--- src/rtl/pwr_pkg.sv ---
package pwr_pkg;
  typedef enum logic [3:0] {
    R_CTRL1, R_STAT1, R_CTRL2, R_CTRL3, R_CPUC, R_MCUC,
    R_WKC, R_WKF, R_WKEN, R_MWKEN, R_VER, R_ID, R_SID, R_NONE
  } reg_e;

  typedef enum logic [1:0] {S_IDLE, S_WAIT, S_CLR, S_RESP} st_e;

  localparam logic [31:0] CTRL1_MASK = 32'h0007_01F7;
  localparam logic [31:0] CTRL2_MASK = 32'h0000_0013;
  localparam logic [31:0] CTRL3_MASK = 32'h513E_1F00;
  localparam logic [31:0] CPUC_MASK  = 32'h0000_8009;
  localparam logic [31:0] MCUC_MASK  = 32'h0000_8001;
  localparam int          DBP_BIT    = 8;
  localparam int          POL_LSB    = 8;
  localparam int          PULL_LSB   = 16;

  function automatic reg_e decode(input logic [31:0] idx);
    case (idx)
      32'd0:   return R_CTRL1;
      32'd1:   return R_STAT1;
      32'd2:   return R_CTRL2;
      32'd3:   return R_CTRL3;
      32'd4:   return R_CPUC;
      32'd5:   return R_MCUC;
      32'd8:   return R_WKC;
      32'd9:   return R_WKF;
      32'd10:  return R_WKEN;
      32'd11:  return R_MWKEN;
      32'd253: return R_VER;
      32'd254: return R_ID;
      32'd255: return R_SID;
      default: return R_NONE;
    endcase
  endfunction
endpackage

--- src/rtl/pwr_bus_fsm.sv ---
module pwr_bus_fsm #(
  parameter int AW = 10,
  parameter int WS = 6
) (
  input  logic          clk_i,
  input  logic          rst_ni,
  input  logic          req_i,
  input  logic          we_i,
  input  logic [AW-1:0] addr_i,
  input  logic [31:0]   wdata_i,
  input  logic          secure_i,
  input  logic          deny_i,
  input  logic          need_clr_i,
  output logic          busy_o,
  output logic          commit_o,
  output logic          clr_phase_o,
  output logic          ready_o,
  output logic          err_o,
  output logic          lat_we_o,
  output logic [AW-1:0] lat_addr_o,
  output logic [31:0]   lat_wdata_o,
  output logic          lat_sec_o
);
  import pwr_pkg::*;
  localparam int CW = $clog2(WS + 1);

  st_e           st_q;
  logic [CW-1:0] cnt_q;
  logic          err_q;

  assign commit_o    = (st_q == S_WAIT) && (cnt_q == CW'(WS - 1));
  assign clr_phase_o = (st_q == S_CLR);
  assign ready_o     = (st_q == S_RESP);
  assign busy_o      = (st_q != S_IDLE);
  assign err_o       = ready_o && err_q;

  always_ff @(posedge clk_i or negedge rst_ni) begin
    if (!rst_ni) begin
      st_q        <= S_IDLE;
      cnt_q       <= '0;
      err_q       <= 1'b0;
      lat_we_o    <= 1'b0;
      lat_addr_o  <= '0;
      lat_wdata_o <= '0;
      lat_sec_o   <= 1'b0;
    end else begin
      unique case (st_q)
        S_IDLE: if (req_i) begin
          lat_we_o    <= we_i;
          lat_addr_o  <= addr_i;
          lat_wdata_o <= wdata_i;
          lat_sec_o   <= secure_i;
          err_q       <= 1'b0;
          cnt_q       <= '0;
          st_q        <= we_i ? S_WAIT : S_RESP;
        end
        S_WAIT: if (commit_o) begin
          err_q <= deny_i;
          st_q  <= need_clr_i ? S_CLR : S_RESP;
        end else begin
          cnt_q <= cnt_q + 1'b1;
        end
        // hold completion until the targeted flags read low
        S_CLR:  if (!need_clr_i) st_q <= S_RESP;
        S_RESP: st_q <= S_IDLE;
        default: st_q <= S_IDLE;
      endcase
    end
  end
endmodule

--- src/rtl/pwr_access.sv ---
module pwr_access #(
  parameter int NPIN = 6
) (
  input  pwr_pkg::reg_e   reg_i,
  input  logic            secure_i,
  input  logic            sec_en_i,
  input  logic            dbp_i,
  input  logic [NPIN-1:0] wken_i,
  output logic            deny_o,
  output logic            wr_ok_o,
  output logic [NPIN-1:0] pin_ok_o
);
  import pwr_pkg::*;
  logic guarded, ns;

  assign ns = sec_en_i && !secure_i;

  always_comb begin
    guarded = 1'b0;
    case (reg_i)
      R_CTRL1, R_CTRL2, R_CTRL3, R_CPUC, R_WKEN: guarded = 1'b1;
      default: guarded = 1'b0;
    endcase
  end

  assign deny_o = guarded && ns;

  always_comb begin
    case (reg_i)
      R_CTRL1, R_CTRL3, R_CPUC, R_MCUC, R_WKC, R_WKEN, R_MWKEN: wr_ok_o = !deny_o;
      R_CTRL2: wr_ok_o = !deny_o && dbp_i;  // silent protect
      default: wr_ok_o = 1'b0;
    endcase
  end

  for (genvar n = 0; n < NPIN; n++) begin : g_pin
    assign pin_ok_o[n] = !(ns && wken_i[n]);
  end
endmodule

--- src/rtl/pwr_wake.sv ---
module pwr_wake #(
  parameter int NPIN = 6
) (
  input  logic              clk_i,
  input  logic              app_rst_ni,
  input  logic              wr_ctl_i,
  input  logic [NPIN-1:0]   pin_ok_i,
  input  logic [NPIN-1:0]   pol_i,
  input  logic [2*NPIN-1:0] pull_i,
  input  logic              wr_en_i,
  input  logic              wr_men_i,
  input  logic [NPIN-1:0]   en_val_i,
  input  logic [NPIN-1:0]   clr_i,
  input  logic [NPIN-1:0]   evt_i,
  output logic [31:0]       ctl_rd_o,
  output logic [NPIN-1:0]   flag_o,
  output logic [NPIN-1:0]   en_o,
  output logic [NPIN-1:0]   men_o
);
  import pwr_pkg::*;
  logic [NPIN-1:0]   pol_v;
  logic [2*NPIN-1:0] pull_v;

  always_ff @(posedge clk_i or negedge app_rst_ni) begin
    if (!app_rst_ni) begin
      en_o  <= '0;
      men_o <= '0;
    end else begin
      if (wr_en_i)  en_o  <= en_val_i;
      if (wr_men_i) men_o <= en_val_i;
    end
  end

  for (genvar n = 0; n < NPIN; n++) begin : g_pin
    logic       pol_r, flag_r, evt_r;
    logic [1:0] pull_r;
    always_ff @(posedge clk_i or negedge app_rst_ni) begin
      if (!app_rst_ni) begin
        pol_r  <= 1'b0;
        pull_r <= 2'b00;
        flag_r <= 1'b0;
        evt_r  <= 1'b0;
      end else begin
        evt_r <= evt_i[n];
        if (wr_ctl_i && pin_ok_i[n]) begin
          pol_r  <= pol_i[n];
          pull_r <= pull_i[2*n +: 2];
        end
        // clear dominates a coincident event
        flag_r <= (flag_r | (evt_i[n] & ~evt_r & (en_o[n] | men_o[n]))) & ~clr_i[n];
      end
    end
    assign pol_v[n]        = pol_r;
    assign pull_v[2*n +: 2] = pull_r;
    assign flag_o[n]       = flag_r;
  end

  always_comb begin
    ctl_rd_o = '0;
    ctl_rd_o[POL_LSB +: NPIN]    = pol_v;
    ctl_rd_o[PULL_LSB +: 2*NPIN] = pull_v;
  end
endmodule

--- src/rtl/pwr_regbank.sv ---
module pwr_regbank #(
  parameter int          AW      = 10,
  parameter int          WS      = 6,
  parameter int          NPIN    = 6,
  parameter logic [31:0] VER_VAL = 32'h0000_0021,
  parameter logic [31:0] ID_VAL  = 32'h0017_0031,
  parameter logic [31:0] SID_VAL = 32'hA3C5_DD01
) (
  input  logic            clk_i,
  input  logic            rst_ni,
  input  logic            app_rst_ni,
  input  logic            por_rst_ni,
  input  logic            bkp_rst_ni,
  input  logic            req_i,
  input  logic            we_i,
  input  logic [AW-1:0]   addr_i,
  input  logic [31:0]     wdata_i,
  input  logic            secure_i,
  input  logic            sec_en_i,
  input  logic [NPIN-1:0] wkup_i,
  input  logic            vdet_i,
  input  logic            adet_i,
  output logic [31:0]     rdata_o,
  output logic            ready_o,
  output logic            err_o
);
  import pwr_pkg::*;

  logic            busy, commit, clr_phase, deny, wr_ok, need_clr, lat_we, lat_sec, fire;
  logic [AW-1:0]   lat_addr;
  logic [31:0]     lat_wdata, wkc_rd, rd_word;
  logic [NPIN-1:0] pin_ok, eff_clr, clr_apply, wk_flag, wk_en, wk_men;
  logic [31:0]     ctrl1_q, ctrl2_q, ctrl3_q, cpuc_q, mcuc_q;
  reg_e            lat_reg;
  logic            dbp;

  pwr_bus_fsm #(.AW(AW), .WS(WS)) u_fsm (
    .clk_i, .rst_ni, .req_i, .we_i, .addr_i, .wdata_i, .secure_i,
    .deny_i(deny), .need_clr_i(need_clr), .busy_o(busy), .commit_o(commit),
    .clr_phase_o(clr_phase), .ready_o, .err_o, .lat_we_o(lat_we),
    .lat_addr_o(lat_addr), .lat_wdata_o(lat_wdata), .lat_sec_o(lat_sec)
  );

  assign lat_reg = (lat_addr[1:0] != 2'b00) ? R_NONE : decode(32'(lat_addr[AW-1:2]));
  assign dbp     = ctrl1_q[DBP_BIT];

  pwr_access #(.NPIN(NPIN)) u_acc (
    .reg_i(lat_reg), .secure_i(lat_sec), .sec_en_i, .dbp_i(dbp), .wken_i(wk_en),
    .deny_o(deny), .wr_ok_o(wr_ok), .pin_ok_o(pin_ok)
  );

  assign fire      = commit && lat_we && wr_ok;
  assign eff_clr   = (lat_we && lat_reg == R_WKC) ? (lat_wdata[NPIN-1:0] & pin_ok) : '0;
  assign need_clr  = |(eff_clr & wk_flag);
  assign clr_apply = (commit || clr_phase) ? eff_clr : '0;

  pwr_wake #(.NPIN(NPIN)) u_wake (
    .clk_i, .app_rst_ni,
    .wr_ctl_i(fire && lat_reg == R_WKC), .pin_ok_i(pin_ok),
    .pol_i(lat_wdata[POL_LSB +: NPIN]), .pull_i(lat_wdata[PULL_LSB +: 2*NPIN]),
    .wr_en_i(fire && lat_reg == R_WKEN), .wr_men_i(fire && lat_reg == R_MWKEN),
    .en_val_i(lat_wdata[NPIN-1:0]), .clr_i(clr_apply), .evt_i(wkup_i),
    .ctl_rd_o(wkc_rd), .flag_o(wk_flag), .en_o(wk_en), .men_o(wk_men)
  );

  // system-reset group
  always_ff @(posedge clk_i or negedge rst_ni) begin
    if (!rst_ni) begin
      ctrl1_q <= '0;
      cpuc_q  <= '0;
      mcuc_q  <= '0;
    end else if (fire) begin
      if (lat_reg == R_CTRL1) ctrl1_q <= lat_wdata & CTRL1_MASK;
      if (lat_reg == R_CPUC)  cpuc_q  <= lat_wdata & CPUC_MASK;
      if (lat_reg == R_MCUC)  mcuc_q  <= lat_wdata & MCUC_MASK;
    end
  end

  // power-on group
  always_ff @(posedge clk_i or negedge por_rst_ni) begin
    if (!por_rst_ni)                   ctrl3_q <= '0;
    else if (fire && lat_reg == R_CTRL3) ctrl3_q <= lat_wdata & CTRL3_MASK;
  end

  // backup-domain group
  always_ff @(posedge clk_i or negedge bkp_rst_ni) begin
    if (!bkp_rst_ni)                   ctrl2_q <= '0;
    else if (fire && lat_reg == R_CTRL2) ctrl2_q <= lat_wdata & CTRL2_MASK;
  end

  always_comb begin
    case (lat_reg)
      R_CTRL1: rd_word = ctrl1_q;
      R_STAT1: rd_word = {15'd0, adet_i, 11'd0, vdet_i, 4'd0};
      R_CTRL2: rd_word = ctrl2_q;
      R_CTRL3: rd_word = ctrl3_q;
      R_CPUC:  rd_word = cpuc_q;
      R_MCUC:  rd_word = mcuc_q;
      R_WKC:   rd_word = wkc_rd;
      R_WKF:   rd_word = 32'(wk_flag);
      R_WKEN:  rd_word = 32'(wk_en);
      R_MWKEN: rd_word = 32'(wk_men);
      R_VER:   rd_word = VER_VAL;
      R_ID:    rd_word = ID_VAL;
      R_SID:   rd_word = SID_VAL;
      default: rd_word = '0;
    endcase
  end

  assign rdata_o = (ready_o && !lat_we) ? rd_word : '0;
endmodule

--- config.mk ---
export PLATFORM = sky130hd
export DESIGN_NAME = pwr_regbank
export DESIGN_NICKNAME = d
export VERILOG_FILES = /design/src/rtl/pwr_pkg.sv /design/src/rtl/pwr_bus_fsm.sv /design/src/rtl/pwr_access.sv /design/src/rtl/pwr_wake.sv /design/src/rtl/pwr_regbank.sv
export SDC_FILE = /design/constraint.sdc
export NUM_CORES = 1
export LEC_CHECK = 0
export BUFFER_PORTS_ARGS = -buffer_cell sky130_fd_sc_hd__buf_2
export CELL_PAD_IN_SITES_DETAIL_PLACEMENT = 1
export CELL_PAD_IN_SITES_GLOBAL_PLACEMENT = 2
export CORE_MARGIN = 1.5
export CORE_UTILIZATION = 35
export DETAILED_ROUTE_END_ITERATION = 16
export GPL_TIMING_DRIVEN = 0
export PLACE_DENSITY = 0.82
export SLEW_MARGIN = 30
export SYNTH_ARGS = -nofsm -noshare
export SYNTH_HDL_FRONTEND = slang
export SYNTH_HIERARCHICAL = 1
export SYNTH_SLANG_ARGS = --single-unit
--- constraint.sdc ---
create_clock -name clk_i -period 5.19 [get_ports clk_i]
set_clock_uncertainty 0.15 [all_clocks]
set_input_delay 0.7785 -clock clk_i [delete_from_list [all_inputs] [get_ports clk_i]]
set_output_delay 0.7785 -clock clk_i [all_outputs]
set_load 0.1 [all_outputs]
==> summary.txt, run 1 <==
Die
  – Num rows: 48
  – Die width: 137.2 um
  – Boundary Pins: 93
  – Initial Utilization: 0.3608
  – Die area: 18830 um^2
  – CORE AREA: 17480 um^2
  – Chip Height: 137.2 um

Critical path
  – Worst EP required: 4.26 ns
  – Crit Path Max Fanout: 10
  – Worst setup EP type: output port
  – Startpoint Class: flip-flop
  – Critical path arrival: 3.97 ns
  – Setup Crit Path Kind: reg2out

Detailed routing
  – Wire per inst: 20.40 um
  – DR vias: 4956
  – Vias per cell: 5.284
  – Detailed Route Iter0 Violations: 199
  – Detail Route Antenna Nets: 0
  – Drt total wl: 19130 um
  – # DRC: 0
  – Drt pass-1 iters: 5

Synth
  – Syn Area/Cell: 10.93 um^2
  – Post-Synthesis Cells: 577
  – Post-Syn Area: 6306 um^2
  – Warnings from Yosys: 6

Clock tree
  – CTS Sinks: 121
  – Skew-Pair Late Insertion Delay: 0.42 ns
  – Worst-path clk slew: 0.06 ns
  – CTS tree: done
  – H-tree depth: 4
  – Clock Path Buffers: 2
  – # Post-CTS Setup Buffers: 0
  – Root buf cell: clkbuf_16
  – Num CTS Buffers: 17

Placement
  – IO buf count: 89
  – Final HPWL DP: 14260 um
  – Gpl congestion: 0.8526
  – Post-Place Setup Slack: 0.4606 ns
  – Dpl cell area: 7121 um^2

STA
  – Slew @ Worst Pin: 0.9130 ns
  – # setup viols final: 0
  – Minimum clock period: 4.894 ns
  – Max Slew Vio Count: 0
  – Unrepaired setup endpoints after global routing: false
  – Max Freq: 0.2043 GHz
  – Slew margin rel.: 0.3817
  – Final worst slack: 0.2963 ns
  – Fin. Hold Viols: 0
  – Period utilisation layout: 0.9429

GRT
  – Met1 Usage GRT: 0.2916
  – Antenna violations before repair: 0
  – Grt ovf: 0
  – Met3 Use GR: 0.04010
  – Grt peak-use layer: met2
  – Vias in the first global route: 5308
  – Total GRT Usage: 0.2195
  – Pin count of the biggest net entering global routing: 43
  – Met2 Track Usage GR: 0.3649
  – First-pass GRT wire length: 30500 um

Cells and area
  – # fillers: 1950
  – N_diodes: 0
  – Final instance area: 7731 um^2
  – P&R area growth vs syn: 22.60%
  – Post-layout nets: 766
  – Fraction of layout cells with a size suffix above 1: 0.3997

Flow run
  – Max-cap viol count: 0

Power and ir drop
  – Worst VDD drop: 0.2209 mV
  – Pwr/cell area: 429.6 nW/um^2
  – Combinational share of power: 0.260
  – Pint: 2.173 mW
  – Clock power share: 0.344
  – Flop pwr share: 0.396
  – Switching Share: 0.3457
  – Leakage: 3.622 nW
  – Psw: 1.148 mW

Status
  – Status: finished clean

Worst hold path
  – Hold Crit Class: in2async
==> path summary, 6_finish.rpt <==
check / from / endpoint / slack (ns) / cells past startpoint
max in group asynchronous: rst_ni / u_fsm/lat_wdata_o[3] / 4.23 / 2
max reg2reg: u_fsm/lat_addr_o[6] / u_wake/g_pin[5].pol_r / 0.62 / 13
min reg2reg: u_fsm/lat_wdata_o[23] / u_wake/g_pin[3].pull_r[1] / 0.36 / 1
min in group clk_i: wkup_i[2] / u_wake/g_pin[2].evt_r / 0.34 / 1
max: u_fsm/lat_addr_o[4] / rdata_o[20] / 0.30 / 11
min: por_rst_ni / ctrl3_q[30] / 0.10 / 1
==> timing repair <==
action / in CTS / in global routing
gates resized for setup: 1 / 8
setup endpoints to repair: 2 / 32
hold buffers: 1 / 0
gates cloned: 0 / 0
endpoints found under the hold margin: 3 / 0
==> layer usage <==
layer	part of all wire	vias to the layer above	wire length, um
met3	0.040	19	764
met1	0.45	2519	8702
li1	-	2301	-
met2	0.49	117	9367
met4	0.016	0	297
met5	0	-	0
==> placed cells by master (no fill, tap or decap), types with 3 or more instances in the layout <==
cell type     n
dfrtp_1     121
buf_2        98
mux2_2       93
nor2_1       43
nand2_1      41
a21oi_1      30
buf_4        28
inv_1        21
nand3_1      17
clkbuf_16    17
conb_1       14
o21ai_0      12
o211ai_1     11
mux2_4       11
clkbuf_1     10
a221oi_1     10
nor3_1       10
mux2i_1       9
a22oi_1       8
a31oi_1       8
ha_1          7
and3_1        5
inv_6         5
nor2b_1       5
nand4_1       4
clkinvlp_4    4
o22ai_1       4
a211oi_1      4
or2_2         3
or4_1         3
nor4_1        3
o221ai_1      3
clkinv_4      3
clkbuf_4      3
==> layout make-up <==
class | count | area, um^2 | area share
Timing Repair Buffer | 91 | 495.5 | 0.06409
Tap cell | 225 | 281.5 | 0.03641
Buffer | 52 | 319.1 | 0.04127
Clock inverter | 14 | 138.9 | 0.01796
Inverter | 23 | 90.09 | 0.01165
Multi-Input combinational cell | 394 | 2949 | 0.3815
Clock buffer | 18 | 429.2 | 0.05551
Sequential cell | 121 | 3028 | 0.3916
==> power by group through the flow <==
stage               Combinational, mW  Sequential [mW]  Clock (mW)
finish                          0.863             1.32        1.14
floorplan                       0.638             1.26           0
global route                    0.953             1.35        1.21
CTS                             0.860             1.32        1.17
detailed placement              0.855             1.33           0
global placement                0.816             1.31           0
==> critical path: stages (launching register included) <==
cell      delay (ns)
dfrtp_1         0.34
clkbuf_1        0.31
o21ai_0         0.20
nand3_1         0.15
o311a_1         0.18
clkbuf_1        0.44
nand2_1         0.37
nor2_2          0.42
buf_2           0.36
a221oi_1        0.13
nor2_1          0.18
buf_2           0.45
==> stage by stage <==
step	total power, mW	util	hold WS, ns	setup TNS, ns	instances
3_3_place_gp	2.124	0.4056	0.3344	0	904
2_1_floorplan	1.893	-	0.3237	-1.009	590
5_1_grt	3.508	0.4424	0.1107	0	938
4_1_cts	3.343	0.4409	0.09677	0	938
6_report	3.321	0.4424	0.1036	0	938
3_5_place_dp	2.185	0.4074	0.3440	0	905
==> sequential cells by signal, indices dropped and copies added, names as in the netlist, 2 cells and up <==
signal               flops
u_fsm/lat_wdata_o       29
ctrl3_q                 13
u_wake/g_pin.pull_r     12
ctrl1_q                 11
u_fsm/lat_addr_o        10
u_wake/en_o              6
u_wake/g_pin.evt_r       6
u_wake/g_pin.flag_r      6
u_wake/g_pin.pol_r       6
u_wake/men_o             6
cpuc_q                   3
ctrl2_q                  3
u_fsm/cnt_q              3
mcuc_q                   2
u_fsm/st_q               2
No activity file was read; power rests on OpenSTA's default activity.
==> inputs of run 2 (changes only) <==
SYNTH_HIERARCHICAL = default   (was 1)
==> run 2 against run 1 <==
Worst hold slack better by 0.010 ns. Cell count is 6.5% lower. Sequential cell count stayed put. Final area is 2.6% lower. Worst setup slack worse by 0.094 ns. Largest cell class unchanged. Clock power is 14% higher. Total power is 7.3% higher.
==> summary.txt, run 2 <==
Cells and area
  – Most frequent cells in the layout: dfrtp_1, buf_2, mux2_2
  – Post-layout nets: 704
  – Core Util, Final: 0.4384
  – Register area: 3028 um^2
  – Commonest non-fill, non-tap cell in the layout: dfrtp_1
  – Final instance area: 7531 um^2
  – Top flop regs: u_fsm.lat_wdata_o x29, ctrl3_q x13, u_wake.g_pin.pull_r x12
  – Multi-input gate area: 2940 um^2
  – P&R area growth vs syn: 23.34%
  – N_diodes: 0
  – Biggest register: u_fsm.lat_wdata_o
  – Max reg flops: 29
  – Fraction of layout cells with a size suffix above 1: 0.3712
  – # fillers: 1915

Die
  – Die area: 18250 um^2
  – Die width: 135.1 um
  – Boundary Pins: 93
  – CORE AREA: 17180 um^2
  – Num rows: 48
  – Chip Height: 135.1 um
  – Initial Utilization: 0.3555

Clock tree
  – H-tree depth: 4
  – Num CTS Buffers: 17
  – Root buf cell: clkbuf_16
  – Clock Path Buffers: 2
  – Worst-path clk slew: 0.06 ns
  – CTS tree: done
  – Skew-Pair Late Insertion Delay: 0.43 ns
  – CTS Sinks: 121

Detailed routing
  – Detailed Route Iter0 Violations: 195
  – Detail Route Antenna Nets: 0
  – DR vias: 4822
  – Drt total wl: 19070 um
  – Wire per inst: 21.74 um
  – Drt pass-1 iters: 6
  – # DRC: 0
  – Vias per cell: 5.498

Synth
  – Synth Area in Adders: 0.01230
  – Synth Area in Simple Gates: 0.1465
  – Synth top area share: 0.4959
  – Warnings from Yosys: 0
  – Syn Nets: 594
  – Number of synthesized flops with an enable pin: 0
  – Yosys cell types: 64
  – Synth area leader: dfrtp_1
  – Synth top area cells: dfrtp_1, mux2_2, mux2_4, nand2_1, a22oi_1
  – #FFs+latches synth: 121
  – Multiplexer area fraction after synthesis: 0.2033
  – Post-synthesis compound-gate area fraction: 0.1162
  – Post-Synth XOR/XNOR Area: 0.001434
  – Share of flip-flops with an asynchronous set or reset: 1.000
  – Largest family of logic cells by synthesized area: multiplexers
  – Post-Synthesis Cells: 529
  – Most frequent cell after synthesis: dfrtp_1
  – Synth cell count leaders: dfrtp_1, mux2_2, nand2_1
  – Seq/Total Area, Yosys: 0.4959
  – Syn Area/Cell: 11.54 um^2
  – Primary FF master, synth: dfrtp_1
  – Post-Syn Area: 6106 um^2

Critical path
  – R2R setup slack: 1.84 ns
  – Crit Path Max Fanout: 10
  – Startpoint Class: flip-flop
  – Reg2Reg Depth: 8
  – Worst setup EP type: output port
  – Setup Crit Path Kind: reg2out
  – Worst EP required: 4.26 ns
  – Critical path arrival: 4.06 ns

GRT
  – Grt ovf: 0
  – Total GRT Usage: 0.2208
  – Antenna violations before repair: 0
  – Pin count of the biggest net entering global routing: 43
  – Vias in the first global route: 5292
  – First-pass GRT wire length: 30220 um

STA
  – Max Slew Vio Count: 0
  – Slew @ Worst Pin: 0.9101 ns
  – # setup viols final: 0
  – Fin. Hold Viols: 0
  – Setup Total Neg Slack: 0 ns
  – Max Freq: 0.2005 GHz
  – Final hold slack: 0.1137 ns
  – Unrepaired setup endpoints after global routing: false
  – Minimum clock period: 4.988 ns
  – Period utilisation layout: 0.9610
  – Slew margin rel.: 0.3886

Power and ir drop
  – Psw: 1.184 mW
  – Pwr/cell area: 473.1 nW/um^2
  – Total Power: 3.563 mW
  – Switching Share: 0.3322
  – Worst VDD drop: 0.2172 mV
  – Pint: 2.379 mW
  – Combinational share of power: 0.263
  – Flop pwr share: 0.372
  – Leakage: 3.473 nW
  – Clock power share: 0.365

Status
  – Status: finished clean

Placement
  – Final HPWL DP: 13720 um
  – Gpl congestion: 0.8551
  – Dpl cell area: 6863 um^2
  – IO buf count: 89

Flow run
  – Max-cap viol count: 0

Worst hold path
  – Hold Crit Class: in2async
==> run 2: kinds of logic (layout without fill, tap and decap cells) <==
family,Yosys count,count (layout)
XOR/XNOR,1,1
AND/OR/NAND/NOR,164,164
adder cells (fa/ha/maj),6,6
flip-flops,121,121
AO/OA/AOI/OAI,101,101
multiplexers,104,104
buffers and inverters,32,155
==> run 2: path summary, 6_finish.rpt <==
kind                                  startpoint                     to
hold reg to reg            u_wake.g_pin[5].pol_r  u_wake.g_pin[5].pol_r
max in group asynchronous                 rst_ni   u_fsm.lat_wdata_o[5]
min in group clk_i                     wkup_i[2]  u_wake.g_pin[2].evt_r
setup / recovery             u_fsm.lat_addr_o[6]            rdata_o[15]
setup reg to reg             u_fsm.lat_addr_o[6]             ctrl2_q[4]
hold / removal                        por_rst_ni            ctrl3_q[24]
==> run 2: per-layer routing <==
layer | routed length [um] | vias to the layer above | GRT usage
li1 | - | 2198 | -
met5 | 0 | - | 0
met1 | 8104 | 2478 | 0.2651
met2 | 9842 | 120 | 0.3923
met4 | 416 | 0 | 0.08363
met3 | 703 | 26 | 0.04054
==> run 2: area by class of cell <==
type | count | share of cell area
sequential | 121 | 0.4021
timing repair buffer | 91 | 0.06479
inverter | 5 | 0.002492
tap | 225 | 0.03738
clock buffer | 26 | 0.06762
buffer | 27 | 0.01744
clock inverter | 6 | 0.01778
multi-input combinational | 376 | 0.3904
==> run 2: critical path, cell delays in order, from the launching register on <==
cell and delay (ns):
dfrtp_1 0.42, or4_1 0.55, buf_2 0.22, a2111oi_4 0.37, nand4_4 0.24, a21oi_2 0.34
o21ai_0 0.30, clkbuf_1 0.41, a21oi_1 0.30, buf_2 0.47
==> run 2: power by group through the flow <==
stage	Sequential, mW	Combinational (mW)	Clock [mW]
after global placement	1.32	0.891	0
after global routing	1.36	1.03	1.35
after floorplan	1.27	0.683	0
after CTS	1.32	0.946	1.31
final	1.33	0.938	1.30
after detailed placement	1.34	0.934	0
==> run 2: what timing repair did <==
action                                  in CTS  in global routing
hold buffers                                 1                  0
setup buffers                                0                  0
endpoints found under the hold margin        3                  0
endpoints found under the setup margin       0                 15
resized for setup                            0                  6
==> run 2: through the flow <==
step                setup slack (ns)  std cells
finish                        0.2023        877
global route                0.003963        877
CTS                          0.04295        877
detailed placement            0.5555        844
global placement              0.5043        843
floorplan                     0.3766        529
==> inputs of run 3 (changes only) <==
RECOVER_POWER = 50   (was default)
==> run 3 against run 2 <==
The flow now finishes with violations (max-capacitance violations, max-slew violations). Largest cell class unchanged. Final area fell by 0.42%. Die area did not move. Highest routed layer unchanged. Count of clock-buffer cells in the layout did not move.
==> summary.txt, run 3 (synthesis gave the netlist of run 2 again) <==
Placement
  – Post-Place Setup Slack: 0.5555 ns
  – IO buf count: 89
  – Dpl cell area: 6863 um^2
  – Inst Count DP: 844
  – Gpl congestion: 0.8551
  – Final HPWL DP: 13720 um

Critical path
  – FF-to-FF Start: u_fsm.lat_addr_o[3]
  – Startpoint Class: flip-flop
  – Worst EP required: 4.26 ns
  – Crit Path Max Fanout: 10
  – Critical-path cell list: or4_1 -> buf_2 -> a2111oi_4 -> nand4_4 -> a21oi_2 -> o21ai_0 -> clkbuf_1 -> a21oi_1 -> buf_2
  – R2R setup slack: 1.81 ns
  – Critical Path Slowest Stage Cell: or4_1
  – Critical path arrival: 4.03 ns
  – Largest stage delay on the critical path: 0.55 ns
  – Reg2Reg Depth: 8
  – Setup Crit Path Kind: reg2out
  – Most frequent CP cell: buf_2
  – Worst setup EP type: output port
  – Worst r2r dst: u_wake.en_o[0]

Detailed routing
  – DR vias: 4856
  – Drt pass-1 iters: 7
  – Vias per cell: 5.537
  – # DRC: 0
  – Drt total wl: 19080 um
  – Wire per inst: 21.76 um
  – Detail Route Antenna Nets: 0
  – Detailed Route Iter0 Violations: 220

GRT
  – Vias in the first global route: 5292
  – Antenna violations before repair: 0
  – Total GRT Usage: 0.2208
  – Pin count of the biggest net entering global routing: 43
  – Grt ovf: 0
  – First-pass GRT wire length: 30220 um

Cells and area
  – Final instance area: 7500 um^2
  – Max reg flops: 29
  – Fraction of layout cells with a size suffix above 1: 0.3574
  – Top flop regs: u_fsm.lat_wdata_o x29, ctrl3_q x13, u_wake.g_pin.pull_r x12
  – Post-Layout Cell Count: 877
  – Most frequent cells in the layout: dfrtp_1, buf_2, mux2_2
  – N_diodes: 0
  – Post-layout nets: 704
  – P&R area growth vs syn: 22.83%
  – # fillers: 1924
  – Commonest non-fill, non-tap cell in the layout: dfrtp_1
  – Biggest register: u_fsm.lat_wdata_o

Die
  – Die width: 135.1 um
  – Num rows: 48
  – Chip Height: 135.1 um
  – Boundary Pins: 93
  – Initial Utilization: 0.3555
  – CORE AREA: 17180 um^2
  – Die area: 18250 um^2

Status
  – Status: finished, violations left
  – Failing checks: max-capacitance violations, max-slew violations

STA
  – Fin. Hold Viols: 0
  – Minimum clock period: 4.963 ns
  – Max Slew Vio Count: 109
  – Slew @ Worst Pin: 2.521 ns
  – Max Freq: 0.2015 GHz
  – Final worst slack: 0.2273 ns
  – Setup Total Neg Slack: 0 ns
  – Slew margin rel.: -0.6807
  – # setup viols final: 0
  – Period utilisation layout: 0.9562
  – Unrepaired setup endpoints after global routing: false

Power and ir drop
  – Worst VDD drop: 0.2171 mV
  – Leakage: 3.440 nW
  – Pwr/cell area: 474.6 nW/um^2
  – Total Power: 3.559 mW

Clock tree
  – Num CTS Buffers: 17
  – # Post-CTS Setup Buffers: 0
  – CTS tree: done
  – Worst-path clk slew: 0.06 ns
  – CTS Sinks: 121
  – Skew-Pair Late Insertion Delay: 0.43 ns
  – H-tree depth: 4
  – Clock Path Buffers: 2
  – Root buf cell: clkbuf_16

Flow run
  – Max-cap viol count: 3

Worst hold path
  – Hold Crit Class: in2async
-- run 3: cell count changes in the layout (fill, tap and decap cells not counted) --
| cell | previous run | this run |
|---|---|---|
| buf_1 | 5 | 4 |
| buf_4 | 5 | 3 |
| buf_12 | 1 | 0 |
| clkbuf_1 | 18 | 28 |
| buf_2 | 86 | 80 |
-- run 3: cell type report --
class / count / area [um^2] / share of cell area
Tap cell: 225 / 281.5 / 0.03754
Multi-Input combinational cell: 376 / 2940 / 0.3921
Clock buffer: 26 / 509.2 / 0.06790
Timing Repair Buffer: 91 / 456.7 / 0.06089
Clock inverter: 6 / 133.9 / 0.01785
Sequential cell: 121 / 3028 / 0.4037
Buffer: 27 / 131.4 / 0.01752
Inverter: 5 / 18.77 / 0.002503
-- run 3: where the power goes --
group          internal [mW]  total (mW)  switching [mW]
sequential              1.14        1.33           0.190
combinational          0.370       0.933           0.563
clock                  0.868        1.30           0.431
total                   2.38        3.56            1.18
-- run 3: worst max path at each step --
stage,from,to,slack (ns),cells past startpoint
3_5_place_dp,u_fsm.lat_addr_o[6],rdata_o[17],0.56,9
5_1_grt,u_fsm.lat_addr_o[6],rdata_o[12],0.004,9
2_1_floorplan,u_fsm.lat_addr_o[6],rdata_o[24],0.38,7
6_report,u_fsm.lat_addr_o[6],rdata_o[15],0.23,9
4_1_cts,u_fsm.lat_addr_o[6],rdata_o[17],0.04,9
3_3_place_gp,u_fsm.lat_addr_o[6],rdata_o[17],0.50,9
-- run 3: metrics by stage --
step | hold WS, ns | utilization
final | 0.2923 | 0.4366
after global placement | 0.3304 | 0.3981
after CTS | 0.1239 | 0.4376
after floorplan | 0.3205 | -
after global routing | 0.3117 | 0.4366
after detailed placement | 0.3349 | 0.3995
-- run 3: what timing repair did --
action                                 in CTS  in global routing
setup endpoints to repair                   0                 15
endpoints found under the hold margin       3                  0
hold buffers                                1                  0
gates resized for setup                     0                  6
-- run 3: metal layers --
metal,GRT usage,part of all wire,vias to the layer above
met2,0.3923,0.52,114
met4,0.08363,0.023,0
met3,0.04054,0.032,30
met5,0,0,-
met1,0.2651,0.43,2512
li1,-,-,2200
-- run 3: worst max-delay path: cells and delay by family (launching register included) --
family / cells / cell delay [ns]
compound gates: 4 / 1.29
buf+inv: 3 / 1.10
simple gates: 2 / 0.79
flops: 1 / 0.42
